### src/rtl/fp_ckpt_pkg.sv
package fp_ckpt_pkg;

    parameter int DATA_W = 32;
    parameter int SIG_W  = 16;
    parameter int CNT_W  = 16;
    parameter int NREG   = 8;
    parameter int NCORE  = 2;

    parameter logic [SIG_W-1:0] CRC_POLY = 16'h1021;
    parameter logic [SIG_W-1:0] CRC_SEED = 16'hFFFF;

    typedef struct packed {
        logic [SIG_W-1:0] sig;
        logic [CNT_W-1:0] cnt;
    } sig_state_t;

    typedef enum logic {
        SNAP_IDLE    = 1'b0,
        SNAP_RESTORE = 1'b1
    } snap_mode_t;

    // One retired word folded into a signature, msb of the word first.
    function automatic logic [SIG_W-1:0] crc_fold(input logic [SIG_W-1:0] s,
                                                   input logic [DATA_W-1:0] d);
        logic [SIG_W-1:0] c;
        logic             fb;
        c = s;
        for (int i = DATA_W - 1; i >= 0; i--) begin
            fb = c[SIG_W-1] ^ d[i];
            c  = {c[SIG_W-2:0], 1'b0};
            if (fb) c = c ^ CRC_POLY;
        end
        return c;
    endfunction

endpackage

### src/rtl/fp_sig_unit.sv
module fp_sig_unit
    import fp_ckpt_pkg::*;
(
    input  logic              clk,
    input  logic              rst,
    input  logic              ret_valid,
    input  logic [DATA_W-1:0] ret_data,
    input  logic              restart,
    input  logic              discard,
    output sig_state_t        state
);

    sig_state_t cur;
    sig_state_t base;

    // A restart (commit) seeds the interval; a same-cycle retirement joins it.
    always_comb begin
        if (restart) begin
            base.sig = CRC_SEED;
            base.cnt = '0;
        end else begin
            base = cur;
        end
    end

    always_ff @(posedge clk) begin
        if (rst || discard) begin
            cur.sig <= CRC_SEED;
            cur.cnt <= '0;
        end else if (ret_valid) begin
            cur.sig <= crc_fold(base.sig, ret_data);
            cur.cnt <= base.cnt + 1'b1;
        end else begin
            cur <= base;
        end
    end

    assign state = cur;

endmodule

### src/rtl/fp_snap_store.sv
module fp_snap_store
    import fp_ckpt_pkg::*;
#(
    parameter  int NR    = NREG,
    localparam int IDX_W = $clog2(NR)
) (
    input  logic                 clk,
    input  logic                 rst,
    input  logic                 capture,
    input  logic [NR*DATA_W-1:0] regs_in,
    input  logic                 start,
    output logic                 busy,
    output logic [IDX_W-1:0]     idx,
    output logic [DATA_W-1:0]    data
);

    localparam logic [IDX_W-1:0] LAST = IDX_W'(NR - 1);

    logic [DATA_W-1:0] snap [NR];
    snap_mode_t        mode;
    logic [IDX_W-1:0]  ptr;

    for (genvar g = 0; g < NR; g++) begin : g_slot
        always_ff @(posedge clk) begin
            if (rst)          snap[g] <= '0;
            else if (capture) snap[g] <= regs_in[g*DATA_W +: DATA_W];
        end
    end

    always_ff @(posedge clk) begin
        if (rst) begin
            mode <= SNAP_IDLE;
            ptr  <= '0;
        end else if (start) begin
            mode <= SNAP_RESTORE;
            ptr  <= '0;
        end else if (mode == SNAP_RESTORE) begin
            if (ptr == LAST) begin
                mode <= SNAP_IDLE;
                ptr  <= '0;
            end else begin
                ptr <= ptr + 1'b1;
            end
        end
    end

    assign busy = (mode == SNAP_RESTORE);
    assign idx  = ptr;
    assign data = busy ? snap[ptr] : '0;

endmodule

### src/rtl/fp_ckpt_ctrl.sv
module fp_ckpt_ctrl
    import fp_ckpt_pkg::*;
#(
    parameter  int NR    = NREG,
    localparam int IDX_W = $clog2(NR)
) (
    input  logic                 clk,
    input  logic                 rst,
    input  logic                 core_a_valid,
    input  logic [DATA_W-1:0]    core_a_result,
    input  logic                 core_b_valid,
    input  logic [DATA_W-1:0]    core_b_result,
    input  logic [NR*DATA_W-1:0] arch_regs,
    input  logic                 vis_req,
    output logic                 vis_grant,
    output logic                 commit_pulse,
    output logic                 rollback_pulse,
    output logic                 restore_valid,
    output logic [IDX_W-1:0]     restore_idx,
    output logic [DATA_W-1:0]    restore_data
);

    logic              rv [NCORE];
    logic [DATA_W-1:0] rd [NCORE];
    sig_state_t        st [NCORE];
    logic              restoring;
    logic              cmp_ready;
    logic              sig_equal;
    logic              do_commit;
    logic              do_rollback;

    assign rv[0] = core_a_valid;
    assign rd[0] = core_a_result;
    assign rv[1] = core_b_valid;
    assign rd[1] = core_b_result;

    for (genvar c = 0; c < NCORE; c++) begin : g_core
        fp_sig_unit u_sig (
            .clk       (clk),
            .rst       (rst),
            .ret_valid (rv[c]),
            .ret_data  (rd[c]),
            .restart   (do_commit),
            .discard   (do_rollback || restoring),
            .state     (st[c])
        );
    end

    // Comparison waits for equal retirement counts and an idle restore port.
    assign cmp_ready   = vis_req && !restoring && (st[0].cnt == st[1].cnt);
    assign sig_equal   = (st[0].sig == st[1].sig);
    assign do_commit   = cmp_ready && sig_equal;
    assign do_rollback = cmp_ready && !sig_equal;

    fp_snap_store #(.NR(NR)) u_snap (
        .clk     (clk),
        .rst     (rst),
        .capture (do_commit),
        .regs_in (arch_regs),
        .start   (do_rollback),
        .busy    (restoring),
        .idx     (restore_idx),
        .data    (restore_data)
    );

    assign vis_grant      = do_commit;
    assign commit_pulse   = do_commit;
    assign rollback_pulse = do_rollback;
    assign restore_valid  = restoring;

endmodule

### config.mk
export PLATFORM = sky130hd
export DESIGN_NAME = fp_ckpt_ctrl
export DESIGN_NICKNAME = d
export VERILOG_FILES = /design/src/rtl/fp_ckpt_pkg.sv /design/src/rtl/fp_sig_unit.sv /design/src/rtl/fp_snap_store.sv /design/src/rtl/fp_ckpt_ctrl.sv
export SDC_FILE = /design/constraint.sdc
export NUM_CORES = 1
export LEC_CHECK = 0
export BUFFER_PORTS_ARGS = -buffer_cell sky130_fd_sc_hd__buf_2
export CELL_PAD_IN_SITES_DETAIL_PLACEMENT = 1
export CELL_PAD_IN_SITES_GLOBAL_PLACEMENT = 1
export CORE_ASPECT_RATIO = 1.1
export CORE_MARGIN = 1
export CORE_UTILIZATION = 44
export DETAILED_ROUTE_END_ITERATION = 6
export PLACE_DENSITY_LB_ADDON = 0.1
export SLEW_MARGIN = 10
export SYNTH_ARGS = -nofsm -noshare
export SYNTH_HDL_FRONTEND = slang
export SYNTH_SLANG_ARGS = --single-unit
### constraint.sdc
create_clock -name clk -period 11 [get_ports clk]
set_clock_uncertainty 0.1 [all_clocks]
set_input_delay 1.65 -clock clk [delete_from_list [all_inputs] [get_ports clk]]
set_output_delay 1.65 -clock clk [all_outputs]
set_load 0.01 [all_outputs]
After elaboration in Yosys (flattened, before gate mapping)
Memories as Yosys holds them, arrays and structs flattened. A register that Yosys moved wholly into a read port is not among the register bits. Cells that the tools add are included.

Register bits: 68. RAM bits: 256. Input port bits: 325. Output and inout port bits: 39. Logic and storage cells: 370. Memories kept: 1.

Memories: u_snap.snap (words 8, bits a word 32, rd ports 1, clocked after Yosys merged registers in 1, write ports 8, line fp_snap_store.sv:19) `logic [DATA_W-1:0] snap [NR];`.

Add/sub/neg operators: 3. Equal/unequal tests: 3. Mux-type cells: 212. Bitwise logic cells: 136. Reductions and logical operators: 9.

Operators with widths (count): two-way mux 16 bit (124); two-way mux 13 bit (64); two-way mux 32 bit (13); inverter 3 bit (64); bitwise XOR 1 bit (64); adder 16 x 1 -> 16 bit, second input constant (2); == test 16 bit (2); two-way mux 3 bit (3); two-way mux 1 bit (8); bitwise OR 1 bit (8); logical AND 1 bit (4); adder 3 x 1 -> 3 bit, second input constant (1); == test 3 bit, second input constant (1); zero test 1 bit (2); logical OR 1 bit (2); OR reduction 2 bit (1).

Depth between registers and ports, before layout
Word-level depth: 132. Gate-level depth with buffers: 13.

Cells and area by module
Synthesis repeated with hierarchy kept, for this count alone.

Cell total of the unflattened synthesis: 1316. Area total of the unflattened synthesis: 17387.9 µm².

Modules (own cells, without submodules): fp_snap_store (times used 1, cells each 711, area an instance 11705.0 µm²); fp_sig_unit (times used 2, cells each 278, area an instance 2642.5 µm²); fp_ckpt_ctrl (times used 1, cells each 49, area an instance 397.9 µm²).

Worst setup path before layout
Ideal clock, no wire load.

Path kind: input-to-reg. Start: input vis_req. End: memory u_snap.snap[0][0] (enable). Setup time: 0.664 ns. Data arrival time: 8.567 ns. Required time: 10.236 ns. Setup slack: 1.669 ns. Stages: 5. Path buffers: 1. Path through: nand3_1 -> nor4_4 -> nand3_1 -> clkbuf_1 -> nand2b_1.

RTL lines: from (decl) (line fp_ckpt_ctrl.sv:14) `input logic vis_req,`; to (decl) (line fp_snap_store.sv:19).

Worst setup path in the final report
Start: register u_snap.mode (netlist: u_snap.busy). End: output commit_pulse.

Word-level cells in the longest chain between the ends: 4.

RTL lines: from (decl) (line fp_snap_store.sv:20) `snap_mode_t mode;`; from (signal assigned) (line fp_snap_store.sv:32) `mode <= SNAP_IDLE;`; from (signal assigned) (line fp_snap_store.sv:35) `mode <= SNAP_RESTORE;`; from (signal assigned) (line fp_snap_store.sv:39) `mode <= SNAP_IDLE;`; zero test 1 bit (line fp_ckpt_ctrl.sv:50) `assign cmp_ready = vis_req && !restoring && (st[0].cnt == st[1].cnt);`; logical AND 1 bit (2 in a row) (line fp_ckpt_ctrl.sv:50); logical AND 1 bit (line fp_ckpt_ctrl.sv:52) `assign do_commit = cmp_ready && sig_equal;`; to (decl) (line fp_ckpt_ctrl.sv:16) `output logic commit_pulse,`.

Every way passes these cells.

==> key figures <==
Run status
  • Status: finished, final reports clean

Power and ir drop
  • Net load switching power: 1920 uW
  • Share of total power in the clock network: 0.217
  • Portion of total power attributed to sequential cells: 0.293
  • Power Internal: 3530 uW
  • Pwr Density: 264 nW/um2
  • Gate power share: 0.490
  • Maximum resistive drop on vdd: 0.255 mV
  • Leakage power: 0.00809 uW
  • Fraction of power spent switching nets: 0.352

Critical path
  • Reg-to-reg setup timing slack: 5450 ps
  • Worst Setup End Kind: output pin
  • Data arrival at the endpoint of the critical path: 4160 ps
  • Cell with the largest stage delay on the worst path: sky130_fd_sc_hd__inv_2
  • Delay contributed by the slowest stage of the critical path: 720 ps
  • End of the worst register-to-register path: u_snap.snap[4][16]
  • Category of the critical setup timing path: reg -> out
  • Number of buffer and inverter stages on the critical path: 4
  • Critical path data required time: 9250 ps
  • CP Depth: 7
  • Series of cell instances along the critical path: inv_2 > nand3_1 > nor4_4 > buf_4 > nand3_1 > inv_2 > buf_2
  • Depth of the most critical reg-to-reg path: 8
  • CP startpoint kind: register
  • Critical path's top delay family: buffers and inverters
  • Beginning of the critical path: u_snap.busy
  • Worst r2r src: u_snap.busy
  • Top fanout value on the critical path: 35

Cells and area
  • Area added between synthesis and finish: 19.7%
  • Layout cells sized above 1: 0.297
  • Net count reported at finish: 2002
  • Area used by multi-input combinational logic: 7800 um2
  • Sequential cell area: 9120 um2
  • Fillcell total: 4029
  • Layout Cells excl Fill: 2209

Floorplan
  • Die extent in y: 210 um
  • Core Area: 38400 um2
  • Die area: 40000 um2
  • Width of the die: 191 um
  • Number of placed I/O pins: 364
  • Starting density of the core: 0.449
  • Std-Cell Rows: 75

Timing
  • Final WS setup: 5090 ps
  • Max-slew headroom: 0.244
  • Final period demand of the worst path: 5910 ps
  • Final setup violation count: 0
  • Setup TNS: 0 ps
  • Highest clock rate: 0.169 GHz
  • RSZ-0062 raised after global routing: no
  • Transition time at the pin with the least slew margin: 1130 ps
  • Share of the clock period used by the worst path: 0.537
  • Pins over their slew limit: 0
  • Number of failing hold endpoints at the final stage: 0

Logic synthesis
  • Leading cell type by number of instances after synthesis: sky130_fd_sc_hd__and2_1
  • Most used flip-flop cell after synthesis: sky130_fd_sc_hd__edfxtp_1
  • Cell variety after synth: 39
  • Synth warnings: 0
  • Sequential element share of the synthesized area: 0.528
  • Mean instance size in the synthesized netlist: 12.8 um2
  • Cell type with the highest aggregate area in the netlist: sky130_fd_sc_hd__edfxtp_1
  • Fraction of registers with async set/reset: 0
  • Nets in the synthesized netlist: 1675
  • Count of flip-flops with a built-in enable after synthesis: 256
  • Flop and latch count out of synthesis: 327
  • Top cells by count, synth: 259 x sky130_fd_sc_hd__and2_1, 256 x sky130_fd_sc_hd__edfxtp_1, 209 x sky130_fd_sc_hd__xnor2_1
  • Post-synthesis cell count: 1346
  • Cell types with the largest area share after synthesis: sky130_fd_sc_hd__edfxtp_1 45%, sky130_fd_sc_hd__xnor2_1 11%, sky130_fd_sc_hd__and2_1 9.4%
  • Fraction of post-synthesis cell area in the top cell type by area: 0.446
  • Synthesized area: 17200 um2

Clock tree
  • Maximum root-to-sink buffer count: 3
  • Post-CTS Hold Fix Bufs: 0
  • CTS clk-pin slew, worst paths: 60 ps
  • Total clock buffers created by CTS: 37
  • Number of setup buffers added after CTS: 0
  • Clock latency reported for the late side of the worst-skew pair: 540 ps
  • Clock sink count: 327
  • Root buffer cell: sky130_fd_sc_hd__clkbuf_16
  • Deepest level of the CTS H-tree: 2
  • Clock tree from TritonCTS: built
  • Number of instances resized during post-cts repair: 0

Placed design
  • Port buffer count: 363
  • Placer's final routability congestion estimate: 0.815
  • Pre-CTS setup slack: 4840 ps
  • DP Wirelength: 32600 um
  • # placed instances: 2134

Global routing
  • Number of global-route vias before repair: 12200
  • Wire length of the first global-routing pass: 68900 um
  • Largest net degree at the start of global routing: 257
  • Number of antenna violations at the first check in global routing: 17
  • Total global routing track utilization: 0.228
  • Final global-route overflow total: 0

Hold path
  • Hold path cells: 2
  • Hold path startpoint: g_core[0].u_sig.state[10]
  • Worst min-delay path class: reg -> reg
  • End point of the worst hold path: g_core[0].u_sig.state[10]

Routing
  • Final wirelength: 45300 um
  • Drt first pass iters: 5
  • Detail-routed net length per standard cell: 20.5 um
  • Total vias in the final route: 11300
  • Count of unresolved DRC violations after routing: 0
  • Routed Antenna Nets: 0
  • Routed via count divided by cell count: 5.12
  • Initial drt markers: 528

Run
  • Number of maximum-capacitance violations: 0
==> flip-flops by register name, summed over array words and instances (netlist names), named ones only <==
name / cells
u_snap.snap: 256
u_snap.idx: 3
u_snap.busy: 1
g_core.u_sig.state: 64
==> per-layer routing <==
metal / share of wire / global-route usage / wire length, um / vias to the layer above
met5: 0.0025 / 0 / 112 / -
met4: 0.027 / 0.0759 / 1210 / 18
met1: 0.41 / 0.276 / 18300 / 5532
met2: 0.51 / 0.401 / 23200 / 305
li1: - / - / - / 5367
met3: 0.054 / 0.0503 / 2430 / 88
==> stage by stage <==
stage | total power [uW] | cell area, um2 | utilization | hold WS [ps]
4_1_cts | 5510 | 20600 | 0.537 | 423
2_1_floorplan | 3760 | 17200 | - | 379
3_3_place_gp | 4250 | 19500 | 0.507 | 394
6_report | 5450 | 20600 | 0.538 | 422
5_1_grt | 5780 | 20600 | 0.537 | 443
3_5_place_dp | 4300 | 19500 | 0.507 | 412
==> cells by family after synthesis <==
logic type	after synthesis	share of synthesized area
AOI/OAI and AO/OA	66	0.0247
adders and majority gates	4	0.00290
DFF	327	0.528
muxes	102	0.106
xor gates and xnor gates	302	0.172
buffers and inverters	92	0.0208
and+or+nand+nor	453	0.146
==> power by group through the flow <==
stage | registers, uW | clock network [uW] | logic (uW)
2_1_floorplan | 1590 | 0 | 2170
3_3_place_gp | 1620 | 0 | 2630
3_5_place_dp | 1630 | 0 | 2670
4_1_cts | 1600 | 1210 | 2700
5_1_grt | 1620 | 1250 | 2920
6_report | 1600 | 1180 | 2670
==> area by class of cell <==
| type | count | area share |
|---|---|---|
| repair buffers | 374 | 0.0926 |
| clock inverters | 19 | 0.00812 |
| flip-flops and latches | 327 | 0.442 |
| clock buffers | 48 | 0.0473 |
| inverters | 6 | 0.00109 |
| multi-input cells | 927 | 0.378 |
| well taps | 500 | 0.0303 |
| diodes | 8 | 0.000970 |
==> worst max path at each step <==
stage                               endpoint  slack, ps
after CTS                       commit_pulse       4990
after floorplan            u_snap.snap[0][0]       1670
after global placement    u_snap.snap[2][11]       4970
after global routing            commit_pulse       4740
final                           commit_pulse       5090
after detailed placement  u_snap.snap[3][11]       4840
==> cell usage in the layout (no fill, tap or decap), drive strengths merged <==
cell,synthesis,final
bufinv,0,2
and4,2,2
nor2,88,88
diode,0,8
clkbuf,62,48
inv,6,7
nand4,13,13
xnor2,211,211
a21o,6,6
o31ai,1,1
nand2b,2,2
a31oi,27,27
dfxtp,71,71
edfxtp,256,256
buf,24,374
xor2,71,71
xnor3,18,18
mux2,1,1
xor3,2,2
clkinv,0,16
o211ai,2,2
and2,260,260
mux4,64,64
nand2,39,39
mux2i,37,37
and3,8,8
a21oi,7,7
nor3,21,21
nand3,10,10
o21ai,15,15
ha,4,4
or3,8,8
o32a,8,8
nor4,2,2
==> worst register-to-register path, cell delays in order, from the launching register on <==
cell,delay [ps]
sky130_fd_sc_hd__dfxtp_1,390
sky130_fd_sc_hd__inv_2,680
sky130_fd_sc_hd__nand3_1,270
sky130_fd_sc_hd__nor4_4,300
sky130_fd_sc_hd__buf_4,350
sky130_fd_sc_hd__nand3_1,670
sky130_fd_sc_hd__nand2b_4,620
sky130_fd_sc_hd__buf_4,800
sky130_fd_sc_hd__buf_4,990
Note: power is estimated with default switching activity, not from simulation.
